**src/rtl/midShiftPkg.sv**
```systemverilog
package midShiftPkg;
  // condition-code bit positions used by the flag logic
  localparam int FLG_C = 0;
  localparam int FLG_V = 1;
  localparam int FLG_Z = 2;
  localparam int FLG_N = 3;
  localparam int FLG_L = 6;

  typedef enum logic [1:0] {
    ST_IDLE = 2'd0,
    ST_RUN  = 2'd1,
    ST_FIN  = 2'd2
  } stateT;

  // strobes from control to datapath
  typedef struct packed {
    logic commit;    // write the shift result at this edge
    logic selB;      // operate on accumulator B
    logic zeroCnt;   // shift count of zero
    logic limitHit;  // parallel move limited its data
    logic loadOk;    // presets may be accepted
  } strobeT;
endpackage

```
**src/rtl/midShiftCtrl.sv**
```systemverilog
module midShiftCtrl
  import midShiftPkg::*;
(
  input  logic   clk,
  input  logic   rstN,
  input  logic   startPulse,
  input  logic   accSel,
  input  logic   zeroCount,
  input  logic   limitIn,
  output strobeT strobe,
  output logic   doneOut
);
  stateT state, stateNext;
  logic  selR, zeroR, limR;
  logic  accept;

  assign accept = (state == ST_IDLE) && startPulse;

  always_comb begin
    stateNext = state;
    case (state)
      ST_IDLE: if (startPulse) stateNext = ST_RUN;
      ST_RUN:  stateNext = ST_FIN;
      ST_FIN:  stateNext = ST_IDLE;
      default: stateNext = ST_IDLE;
    endcase
  end

  always_ff @(posedge clk) begin
    if (!rstN) begin
      state <= ST_IDLE;
      selR  <= 1'b0;
      zeroR <= 1'b0;
      limR  <= 1'b0;
    end else begin
      state <= stateNext;
      if (accept) begin
        selR  <= accSel;
        zeroR <= zeroCount;
        limR  <= limitIn;
      end
    end
  end

  always_comb begin
    strobe.commit   = (state == ST_RUN);
    strobe.selB     = selR;
    strobe.zeroCnt  = zeroR;
    strobe.limitHit = limR;
    strobe.loadOk   = (state == ST_IDLE);
  end

  assign doneOut = (state == ST_FIN);

  // done is a single-cycle pulse
  assert_done_single_R9: assert property (@(posedge clk) disable iff (!rstN)
    doneOut |=> !doneOut);

  // an accepted start leads to the execute cycle, then done
  assert_start_to_run_R9: assert property (@(posedge clk) disable iff (!rstN)
    (state == ST_IDLE && startPulse) |=> strobe.commit);

  assert_run_to_done_R9: assert property (@(posedge clk) disable iff (!rstN)
    strobe.commit |=> doneOut);

  // operands captured at start do not move while busy
  assert_busy_hold_R10: assert property (@(posedge clk) disable iff (!rstN)
    (state != ST_IDLE) |=> ($stable(selR) && $stable(zeroR) && $stable(limR)));

  // after done the unit returns to idle, never to a second run
  assert_done_idle_R10: assert property (@(posedge clk) disable iff (!rstN)
    doneOut |=> strobe.loadOk);
endmodule

```
**src/rtl/midShiftPath.sv**
```systemverilog
module midShiftPath
  import midShiftPkg::*;
#(
  parameter int ACC_W  = 56,
  parameter int MID_HI = 47,
  parameter int MID_LO = 24,
  parameter int SR_W   = 16
) (
  input  logic             clk,
  input  logic             rstN,
  input  strobeT           strobe,
  input  logic             loadAccA,
  input  logic             loadAccB,
  input  logic             loadStatus,
  input  logic [ACC_W-1:0] presetAcc,
  input  logic [SR_W-1:0]  presetStatus,
  output logic [ACC_W-1:0] accA,
  output logic [ACC_W-1:0] accB,
  output logic [SR_W-1:0]  statusReg
);
  localparam int FLD_W  = MID_HI - MID_LO + 1;
  localparam int N_ACC  = 2;

  logic [ACC_W-1:0] accR [N_ACC];
  logic [SR_W-1:0]  statusR;

  logic [ACC_W-1:0] srcAcc, newAcc;
  logic [FLD_W-1:0] srcFld, resFld;
  logic             carryNew;
  logic [SR_W-1:0]  newStatus;

  always_comb begin
    srcAcc   = strobe.selB ? accR[1] : accR[0];
    srcFld   = srcAcc[MID_HI:MID_LO];
    resFld   = strobe.zeroCnt ? srcFld : {srcFld[FLD_W-2:0], 1'b0};
    carryNew = strobe.zeroCnt ? 1'b0 : srcFld[FLD_W-1];
    newAcc   = srcAcc;
    newAcc[MID_HI:MID_LO] = resFld;

    newStatus        = statusR;
    newStatus[FLG_C] = carryNew;
    newStatus[FLG_V] = 1'b0;
    newStatus[FLG_Z] = ~|resFld;
    newStatus[FLG_N] = resFld[FLD_W-1];
    newStatus[FLG_L] = statusR[FLG_L] | strobe.limitHit;
  end

  for (genvar g = 0; g < N_ACC; g++) begin : gAcc
    logic loadThis;
    logic pickThis;
    assign loadThis = (g == 0) ? loadAccA : loadAccB;
    assign pickThis = (strobe.selB == 1'(g));
    always_ff @(posedge clk) begin
      if (!rstN)
        accR[g] <= '0;
      else if (strobe.loadOk && loadThis)
        accR[g] <= presetAcc;
      else if (strobe.commit && pickThis)
        accR[g] <= newAcc;
    end
  end

  always_ff @(posedge clk) begin
    if (!rstN)
      statusR <= '0;
    else if (strobe.loadOk && loadStatus)
      statusR <= presetStatus;
    else if (strobe.commit)
      statusR <= newStatus;
  end

  assign accA      = accR[0];
  assign accB      = accR[1];
  assign statusReg = statusR;

  // overflow is clear after an operation
  assert_v_clear_R5: assert property (@(posedge clk) disable iff (!rstN)
    strobe.commit |=> !statusReg[FLG_V]);

  // mode byte, reserved bit and E/U untouched
  assert_mode_keep_R7: assert property (@(posedge clk) disable iff (!rstN)
    strobe.commit |=> (statusReg[SR_W-1:7] == $past(statusReg[SR_W-1:7])
                       && statusReg[5:4] == $past(statusReg[5:4])));

  // outer fields of the selected accumulator keep their value
  assert_outer_keep_R2: assert property (@(posedge clk) disable iff (!rstN)
    (strobe.commit && !strobe.selB) |=>
      (accA[ACC_W-1:MID_HI+1] == $past(accA[ACC_W-1:MID_HI+1])
       && accA[MID_LO-1:0] == $past(accA[MID_LO-1:0])));

  // carry follows the old top bit of the field
  assert_carry_R3: assert property (@(posedge clk) disable iff (!rstN)
    (strobe.commit && strobe.selB && !strobe.zeroCnt) |=>
      (statusReg[FLG_C] == $past(accB[MID_HI])));

  // zero count leaves the accumulator alone and clears carry
  assert_zero_count_R8: assert property (@(posedge clk) disable iff (!rstN)
    (strobe.commit && strobe.zeroCnt) |=>
      ($stable(accA) && $stable(accB) && !statusReg[FLG_C]));

  // the other accumulator is untouched
  assert_other_keep_R12: assert property (@(posedge clk) disable iff (!rstN)
    (strobe.commit && strobe.selB) |=> $stable(accA));

  // without idle acceptance or commit nothing moves
  assert_load_idle_R11: assert property (@(posedge clk) disable iff (!rstN)
    (!strobe.loadOk && !strobe.commit) |=>
      ($stable(accA) && $stable(accB) && $stable(statusReg)));
endmodule

```
**src/rtl/midShiftUnit.sv**
```systemverilog
module midShiftUnit
  import midShiftPkg::*;
#(
  parameter int ACC_W  = 56,
  parameter int MID_HI = 47,
  parameter int MID_LO = 24,
  parameter int SR_W   = 16
) (
  input  logic             clk,
  input  logic             rstN,
  input  logic             startPulse,
  input  logic             accSel,
  input  logic             zeroCount,
  input  logic             limitIn,
  input  logic             loadAccA,
  input  logic             loadAccB,
  input  logic             loadStatus,
  input  logic [ACC_W-1:0] presetAcc,
  input  logic [SR_W-1:0]  presetStatus,
  output logic [ACC_W-1:0] accA,
  output logic [ACC_W-1:0] accB,
  output logic [SR_W-1:0]  statusReg,
  output logic             doneOut
);
  strobeT strobe;

  midShiftCtrl u_ctrl (
    .clk        (clk),
    .rstN       (rstN),
    .startPulse (startPulse),
    .accSel     (accSel),
    .zeroCount  (zeroCount),
    .limitIn    (limitIn),
    .strobe     (strobe),
    .doneOut    (doneOut)
  );

  midShiftPath #(
    .ACC_W  (ACC_W),
    .MID_HI (MID_HI),
    .MID_LO (MID_LO),
    .SR_W   (SR_W)
  ) u_path (
    .clk          (clk),
    .rstN         (rstN),
    .strobe       (strobe),
    .loadAccA     (loadAccA),
    .loadAccB     (loadAccB),
    .loadStatus   (loadStatus),
    .presetAcc    (presetAcc),
    .presetStatus (presetStatus),
    .accA         (accA),
    .accB         (accB),
    .statusReg    (statusReg)
  );

  // nothing is reported done right after reset
  assert_reset_quiet_R1: assert property (@(posedge clk)
    !rstN |=> (!doneOut && statusReg == '0));
endmodule

```
**config.mk**
```make
export PLATFORM = sky130hd
export DESIGN_NAME = midShiftUnit
export DESIGN_NICKNAME = d
export VERILOG_FILES = /design/src/rtl/midShiftPkg.sv /design/src/rtl/midShiftCtrl.sv /design/src/rtl/midShiftPath.sv /design/src/rtl/midShiftUnit.sv
export SDC_FILE = /design/constraint.sdc
export NUM_CORES = 1
export LEC_CHECK = 0
export ABC_AREA = 0
export BUFFER_PORTS_ARGS = -buffer_cell sky130_fd_sc_hd__buf_4
export CAP_MARGIN = 30
export CORE_MARGIN = 3
export CORE_UTILIZATION = 38
export CTS_CLUSTER_DIAMETER = 150
export DETAILED_ROUTE_END_ITERATION = 8
export PLACE_DENSITY = 0.66
export SLEW_MARGIN = 20
export SYNTH_ARGS = -nofsm -noshare
export SYNTH_HDL_FRONTEND = slang
export SYNTH_HIERARCHICAL = 1
export SYNTH_SLANG_ARGS = --single-unit
```
**constraint.sdc**
```tcl
create_clock -name clk -period 4.8 [get_ports clk]
set_input_delay 0.72 -clock clk [delete_from_list [all_inputs] [get_ports clk]]
set_output_delay 0.72 -clock clk [all_outputs]
set_load 0.01 [all_outputs]
```
==> flow_summary.ini, run 1 <==
[power]
powerDensity_mw_per_mm2 = 378
power_mw = 3.18
power.leakage_nw = 3.44
ir_drop_uv = 205

[routing]
drt_iter0_drc = 453
num_vias = 4911
drtPass1Iterations = 5
drt.antenna.violating_nets = 0
drt-vias-per-instance = 5.62
drt_wl_total_um = 17500
wire_per_inst_um = 20.0
drc = 0

[clocking]
cts-root-buf = clkbuf_16
h-tree-depth = 4
clkTransAtPathRegs_ns = 0.05
cts_resized = 0
post_cts_buffers = 0
insertion_delay_ns = 0.41
numCtsBuffers = 17
hold_buffers = 0
cts_sinks = 133
clock_path_buffers = 2
cts_tree = done

[sta]
rsz0062_at_grt = no
maxSlewHeadroom = 0.476
min_period_ns = 2.74
tns_ns = 0
timing.fmax_mhz = 365
setup_viol = 0
clock_skew_ns = 0.00889
drv_slew = 0
period_share = 0.571
setup_ws_ns = 2.06
hold_viol_final = 0
worst_slew_pin_slew_ns = 0.787
holdWs_ns = 0.460

[critical_path]
cp_max_fo = 56
worstPathArrival_ns = 2.77
cp.required_ns = 4.83
setup.worst_path.start_class = flip-flop
endpoint_kind = flip-flop
crit_type = reg2reg

[final_layout]
stdcell_area_mm2 = 0.00843
fin_nets = 731
num_antenna_cells = 0
nFillCells = 1311
area_delta_synth_final_pct = 37.4
drive_gt1_frac = 0.416

[floorplanning]
die-area_mm2 = 0.0177
design.portCount = 210
coreArea_mm2 = 0.0155
rows = 45
die_y_um = 133
start_util = 0.396
die_width_um = 133

[yosys]
ys_seq_elements = 133
syn_nets = 537
syn_inst = 456
synth_area_mm2 = 0.00613
ys_seq_area_frac = 0.617
synth.avg_cell_area_um2 = 13.4
yosysWarnings = 6
synth_cell_types = 32

[flow_run]
maxCapViolations = 0

[global_route]
grt_max_degree = 71
grt_pass1_vias = 4876
overflow = 0
antenna_found_initial = 0
grt_pass1_wl_um = 27500
grt_use_total = 0.197

[place]
gp_congestion = 0.773
post_dp_cell_area_mm2 = 0.00786
port_buffers = 209
place_ws_ns = 1.91
hpwl_um = 12000

[status]
outcome = complete, no violations

[hold_path]
hold_path.class = reg2reg
## critical path, stage by stage, from the launching register on
cell	delay, ns
dfxtp_1	0.35
nor2_1	0.24
and2_2	0.47
buf_4	0.46
nand3b_1	0.17
buf_4	0.60
## final cells by class
class | count | area, um^2 | share of cell area
Clock inverter | 6 | 53.8 | 0.00638
Tap cell | 211 | 264 | 0.0313
Clock buffer | 26 | 489 | 0.0581
Multi-Input combinational cell | 278 | 2150 | 0.256
Inverter | 1 | 3.75 | 0.000445
Sequential cell | 133 | 3780 | 0.449
Timing Repair Buffer | 219 | 1680 | 0.199
## state kept, by name, summed over array words and instances (netlist names)
register / cells
u_path/statusReg: 16
u_path/accR: 112
u_ctrl/selR: 1
u_ctrl/zeroR: 1
u_ctrl/limR: 1
u_ctrl/state: 2
## cell usage after synthesis
master	n	area share
clkbuf_1	28	0.017
nor2_1	62	0.038
inv_2	1	0.00061
or4_1	1	0.0012
nor4_1	3	0.0031
a211oi_1	2	0.0024
buf_12	1	0.0033
and3_1	2	0.0020
mux2_1	1	0.0018
nand3b_1	3	0.0037
a22oi_1	55	0.067
dfxtp_1	21	0.069
buf_4	3	0.0037
and2_1	5	0.0051
nand4_1	1	0.0010
nor2b_1	3	0.0031
a22o_1	55	0.079
a21oi_1	15	0.012
o32ai_2	1	0.0027
mux4_2	23	0.084
buf_1	5	0.0031
a32o_1	2	0.0033
nor3b_4	1	0.0031
buf_2	6	0.0049
nor3b_1	1	0.0012
nand2_1	33	0.020
nor4_2	1	0.0020
buf_6	1	0.0018
nand4b_1	1	0.0014
edfxtp_1	112	0.55
mux2i_1	6	0.0098
o21ai_0	1	0.00082
## through the flow
| stage | util | std cells |
|---|---|---|
| global placement | 0.506 | 840 |
| finish | 0.544 | 874 |
| CTS | 0.542 | 873 |
| global route | 0.544 | 874 |
| detailed placement | 0.507 | 841 |
| floorplan | - | 456 |
## power by group
| group | switching [mW] | internal (mW) | total (mW) |
|---|---|---|---|
| Clock | 0.448 | 0.749 | 1.20 |
| Sequential | 0.0793 | 1.37 | 1.45 |
| Combinational | 0.267 | 0.267 | 0.534 |
| Total | 0.795 | 2.39 | 3.18 |
## path summary, 6_finish.rpt
kind	from	endpoint	slack, ns	depth (start not counted)
hold / removal	u_path/statusReg[10]	u_path/statusReg[10]	0.46	2
setup / recovery	u_ctrl/state[1]	u_path/accR[1][38]	2.06	5
setup reg to reg	u_ctrl/state[1]	u_path/accR[1][38]	2.06	5
hold reg to reg	u_path/statusReg[10]	u_path/statusReg[10]	0.46	2
## cells in the final DEF, fill, tap and decap left out, types with 2 or more instances in the layout
master,Yosys,layout
nor4_1,3,3
a21oi_1,15,15
buf_4,3,217
clkbuf_1,28,6
clkinv_2,0,4
nand2_1,33,33
mux4_2,23,23
nor2_1,62,60
nand3b_1,3,3
a22o_1,55,55
a211oi_1,2,2
a22oi_1,55,55
nor2_4,0,2
dfxtp_1,21,20
mux2i_1,6,6
and2_1,5,4
nor2b_1,3,3
a32o_1,2,2
clkbuf_16,0,17
edfxtp_1,112,112
clkbuf_8,0,3
## per-layer routing
layer / global-route usage / part of all wire
met3: 0.0627 / 0.11
met2: 0.299 / 0.46
met4: 0.0658 / 0.015
met5: 0 / 0
met1: 0.269 / 0.42
## cell families (layout without fill, tap and decap cells)
kind of cell | Yosys count | after routing | synth area share
simple gates | 117 | 117 | 0.0851
compound gates | 131 | 131 | 0.167
flops | 133 | 133 | 0.617
mux | 30 | 30 | 0.0961
buf+inv | 45 | 252 | 0.0345
No activity file was read; power rests on OpenSTA's default activity.
==> inputs of run 2 (changes only) <==
- clock period: 4.8 -> 2.7 ns (I/O delays scaled with it)
==> run 2 against run 1 <==
  * Via count up 1.7%
  * Largest power group unchanged
  * Clock power up 74%
  * Flip-flop and latch count unchanged
  * Die area unchanged
==> flow_summary.ini, run 2 (synthesis results as in run 1) <==
[status]
outcome = complete, no violations

[clocking]
cts_resized = 0
cts_tree = done
clkTransAtPathRegs_ns = 0.05
clock_path_buffers = 2
cts_sinks = 133
insertion_delay_ns = 0.41
post_cts_buffers = 0
hold_buffers = 0
numCtsBuffers = 17
h-tree-depth = 4
cts-root-buf = clkbuf_16

[routing]
drt_iter0_drc = 578
drt-vias-per-instance = 5.68
wire_per_inst_um = 20.7
drt_wl_total_um = 18200
num_vias = 4994
drt.antenna.violating_nets = 0
drc = 0
drtPass1Iterations = 5

[final_layout]
drive_gt1_frac = 0.424
layoutNonFillerInstCount = 879
final_cell_mix = 221 x buf_4, 112 x edfxtp_1, 59 x nor2_1
num_antenna_cells = 0
largest_register = u_path/accR
fin_util = 0.546
stdcell_area_mm2 = 0.00846
largest_reg_flops = 112
area_delta_synth_final_pct = 37.9
fin_nets = 736
final_common_cell = buf_4

[sta]
tns_ns = 0
setup_viol = 0
clock_skew_ns = 0.00758
hold_viol_final = 0
holdWs_ns = 0.247
rsz0062_at_grt = no
period_share = 0.823
timing.fmax_mhz = 450
worst_slew_pin_slew_ns = 0.796
min_period_ns = 2.22
drv_slew = 0
maxSlewHeadroom = 0.470

[critical_path]
crit_type = reg2reg
cp.buffers_inverters = 1
critPathMaxStageDelay_ns = 0.56
cp.required_ns = 3.02
cp_max_fo = 10
worstPathArrival_ns = 2.55
setup.worst_path.start_class = flip-flop
endpoint_kind = flip-flop
crit_family = simple AND/OR/NAND/NOR gates
cpMaxStageDelayCell = or4_1
crit_chain = buf_4 > mux4_2 > or4_1 > o32ai_2

[power]
ir_drop_uv = 402
power.leakage_nw = 3.46
powerDensity_mw_per_mm2 = 666

[flow_run]
maxCapViolations = 0

[global_route]
grt_max_degree = 71
grt_pass1_vias = 4917
antenna_found_initial = 0
grt_use_total = 0.203
grt_pass1_wl_um = 28100
overflow = 0

[place]
port_buffers = 209
post_dp_cell_area_mm2 = 0.00793
hpwl_um = 12600
dp_cells = 847
gp_congestion = 0.817

[floorplanning]
design.portCount = 210
start_util = 0.396
coreArea_mm2 = 0.0155
die_width_um = 133
rows = 45
die_y_um = 133
die-area_mm2 = 0.0177

[hold_path]
hold_path.class = in2reg
-- run 2: changes by cell type in the layout (fill, tap and decap cells not counted), sizes merged --
cell	delta
buf	+5
clkinv	+1
clkbuf	-1
-- run 2: final cells by class --
class                      count  area (um^2)
inverter                       1         3.75
multi-input combinational    278         2160
fill                        1343         7030
clock buffer                  25          465
sequential                   133         3790
timing repair buffer         224         1720
clock inverter                 7         58.8
tap                          211          264
-- run 2: power breakdown --
part | internal (mW) | total, mW | switching [mW]
clock network | 1.28 | 2.09 | 0.809
logic | 0.479 | 0.955 | 0.477
registers | 2.44 | 2.59 | 0.146
-- run 2: through the flow --
step / power, mW / worst slack (ns)
after floorplan: 3.07 / -0.361
after global placement: 3.57 / 0.526
final: 5.63 / 0.477
after global routing: 5.87 / 0.303
after detailed placement: 3.58 / 0.481
after CTS: 5.67 / 0.459
-- run 2: worst register-to-register path: stages (launching register included) --
cell	delay, ns
dfxtp_2	0.50
buf_4	0.28
mux4_2	0.56
or4_1	0.56
o32ai_2	0.25
-- run 2: routing by layer --
layer / up-vias / global-route usage / wire length, um
li1: 2200 / - / -
met1: 2454 / 0.275 / 7500
met2: 319 / 0.315 / 8570
met3: 21 / 0.0715 / 1960
met4: 0 / 0.0497 / 176
met5: - / 0 / 0
-- run 2: worst paths after layout --
check                                           from  slack (ns)  depth (start not counted)                   end
worst max-delay path                     u_ctrl/selR        0.48                          4   u_path/statusReg[2]
worst min-delay path                presetStatus[10]        0.25                          3  u_path/statusReg[10]
worst max register to register           u_ctrl/selR        0.48                          4   u_path/statusReg[2]
worst min register to register  u_path/statusReg[14]        0.45                          2  u_path/statusReg[14]
==> inputs of run 3 (changes only) <==
- clock period: 2.7 -> 2.1 ns (I/O delays scaled with it)
==> run 3 against run 2 <==
  * Non-clock buffer count up 11
  * Total power up 28%
  * Via count up 0.78%
  * Cell count up 1.1%
  * Cell area up 1.1%
  * Critical path type unchanged
==> flow_summary.ini, run 3 (synthesis results as in run 1) <==
[power]
power_switching_mw = 1.84
ir_drop_uv = 494
power.leakage_nw = 3.51
power_mw = 7.23
seq_power_share = 0.459
powerDensity_mw_per_mm2 = 846
switching_share = 0.255
intPower_mw = 5.39
pwr-share-clk = 0.363
combPwrFrac = 0.178

[routing]
drt.antenna.violating_nets = 0
wire_per_inst_um = 20.9
drc = 0
drt_wl_total_um = 18600
drtPass1Iterations = 5
num_vias = 5033
drt-vias-per-instance = 5.66
drt_iter0_drc = 427

[sta]
maxSlewHeadroom = 0.524
drv_slew = 0
period_share = 0.966
timing.fmax_mhz = 493
hold_viol_final = 0
holdWs_ns = 0.153
setup_viol = 0
min_period_ns = 2.03
clock_skew_ns = 0.00485
worst_slew_pin_slew_ns = 0.713
rsz0062_at_grt = no

[clocking]
numCtsBuffers = 17
h-tree-depth = 4
cts_sinks = 133
hold_buffers = 0
insertion_delay_ns = 0.41
cts-root-buf = clkbuf_16
clock_path_buffers = 2
clkTransAtPathRegs_ns = 0.05
cts_tree = done

[critical_path]
crit_family = multiplexers
cp.required_ns = 2.42
crit_cells = 6
r2r_end = u_path/statusReg[2]
cpMaxStageDelayCell = mux4_2
critPathMaxStageDelay_ns = 0.53
r2r_start = u_ctrl/selR
crit_start = u_ctrl/selR
cp_max_fo = 15
crit_type = reg2reg
critPathCapture = u_path/statusReg[2]
r2r_slack_ns = 0.07
worstPathArrival_ns = 2.35
endpoint_kind = flip-flop
cp.buffers_inverters = 2
r2r_cells = 6
setup.worst_path.start_class = flip-flop
crit_chain = buf_12 > buf_4 > mux4_2 > nor4_2 > nand4_1 > o32ai_2

[floorplanning]
coreArea_mm2 = 0.0155
die_width_um = 133
design.portCount = 210
die_y_um = 133
die-area_mm2 = 0.0177
rows = 45
start_util = 0.396

[status]
outcome = complete, no violations

[final_layout]
area_delta_synth_final_pct = 39.4
largest_reg_flops = 112
num_antenna_cells = 0
drive_gt1_frac = 0.432
largest_register = u_path/accR
final_common_cell = buf_4
fin_nets = 747
final_cell_mix = 231 x buf_4, 112 x edfxtp_1, 59 x nor2_1

[global_route]
grt_pass1_wl_um = 28200
grt_max_degree = 58
grt_pass1_vias = 5082
antenna_found_initial = 0
overflow = 0
grt_use_total = 0.204

[place]
hpwl_um = 12700
gp_congestion = 0.849
port_buffers = 209

[flow_run]
maxCapViolations = 0

[hold_path]
hold_path.class = in2reg
## run 3: power groups by stage
stage	combinational, mW	sequential (mW)	clock [mW]
after detailed placement	1.28	3.36	0
after floorplan	0.508	3.43	0
after CTS	1.28	3.32	2.68
final	1.29	3.32	2.63
after global routing	1.37	3.35	2.80
after global placement	1.27	3.35	0
## run 3: layout make-up
cell class                      count  area (um^2)
Clock buffer                       23          448
Multi-Input combinational cell    278         2170
Timing Repair Buffer              235         1810
Inverter                            1         3.75
Sequential cell                   133         3790
Fill cell                        1299         6940
Tap cell                          211          264
Clock inverter                      8         60.1
## run 3: worst min-delay path, stage by stage
cell and delay (ns):
buf_4 0.11, nand2_1 0.04, a21oi_1 0.05
## run 3: layer usage
metal / global-route usage / vias up / routed length, um
met3: 0.0673 / 21 / 1980
met1: 0.273 / 2502 / 7600
met5: 0 / - / 0
met4: 0.0647 / 0 / 267
li1: - / 2221 / -
met2: 0.317 / 289 / 8720
## run 3: timing repair
action | CTS | global route
gates resized for setup | 0 | 2
endpoints found under the setup margin | 0 | 1
setup buffers | 0 | 0
## run 3: how the worst min path moves through the flow
stage,startpoint,to,slack [ns],cells after the start
global route,presetStatus[15],u_path/statusReg[15],0.15,3
detailed placement,u_path/statusReg[13],u_path/statusReg[13],0.45,2
CTS,presetStatus[15],u_path/statusReg[15],0.13,3
finish,presetStatus[15],u_path/statusReg[15],0.15,3
global placement,u_path/statusReg[11],u_path/statusReg[11],0.44,2
floorplan,u_ctrl/limR,u_ctrl/limR,0.44,2
## run 3: metrics by stage
step	setup TNS (ns)	cell area (um^2)	setup slack (ns)	instances	utilization
floorplan	-96.01	6170	-0.959	456	-
global placement	0	8030	0.0414	858	0.518
global route	0	8550	0.00402	889	0.552
CTS	0	8530	0.0161	889	0.551
finish	0	8550	0.0710	889	0.552
detailed placement	0	8030	0.0469	858	0.518
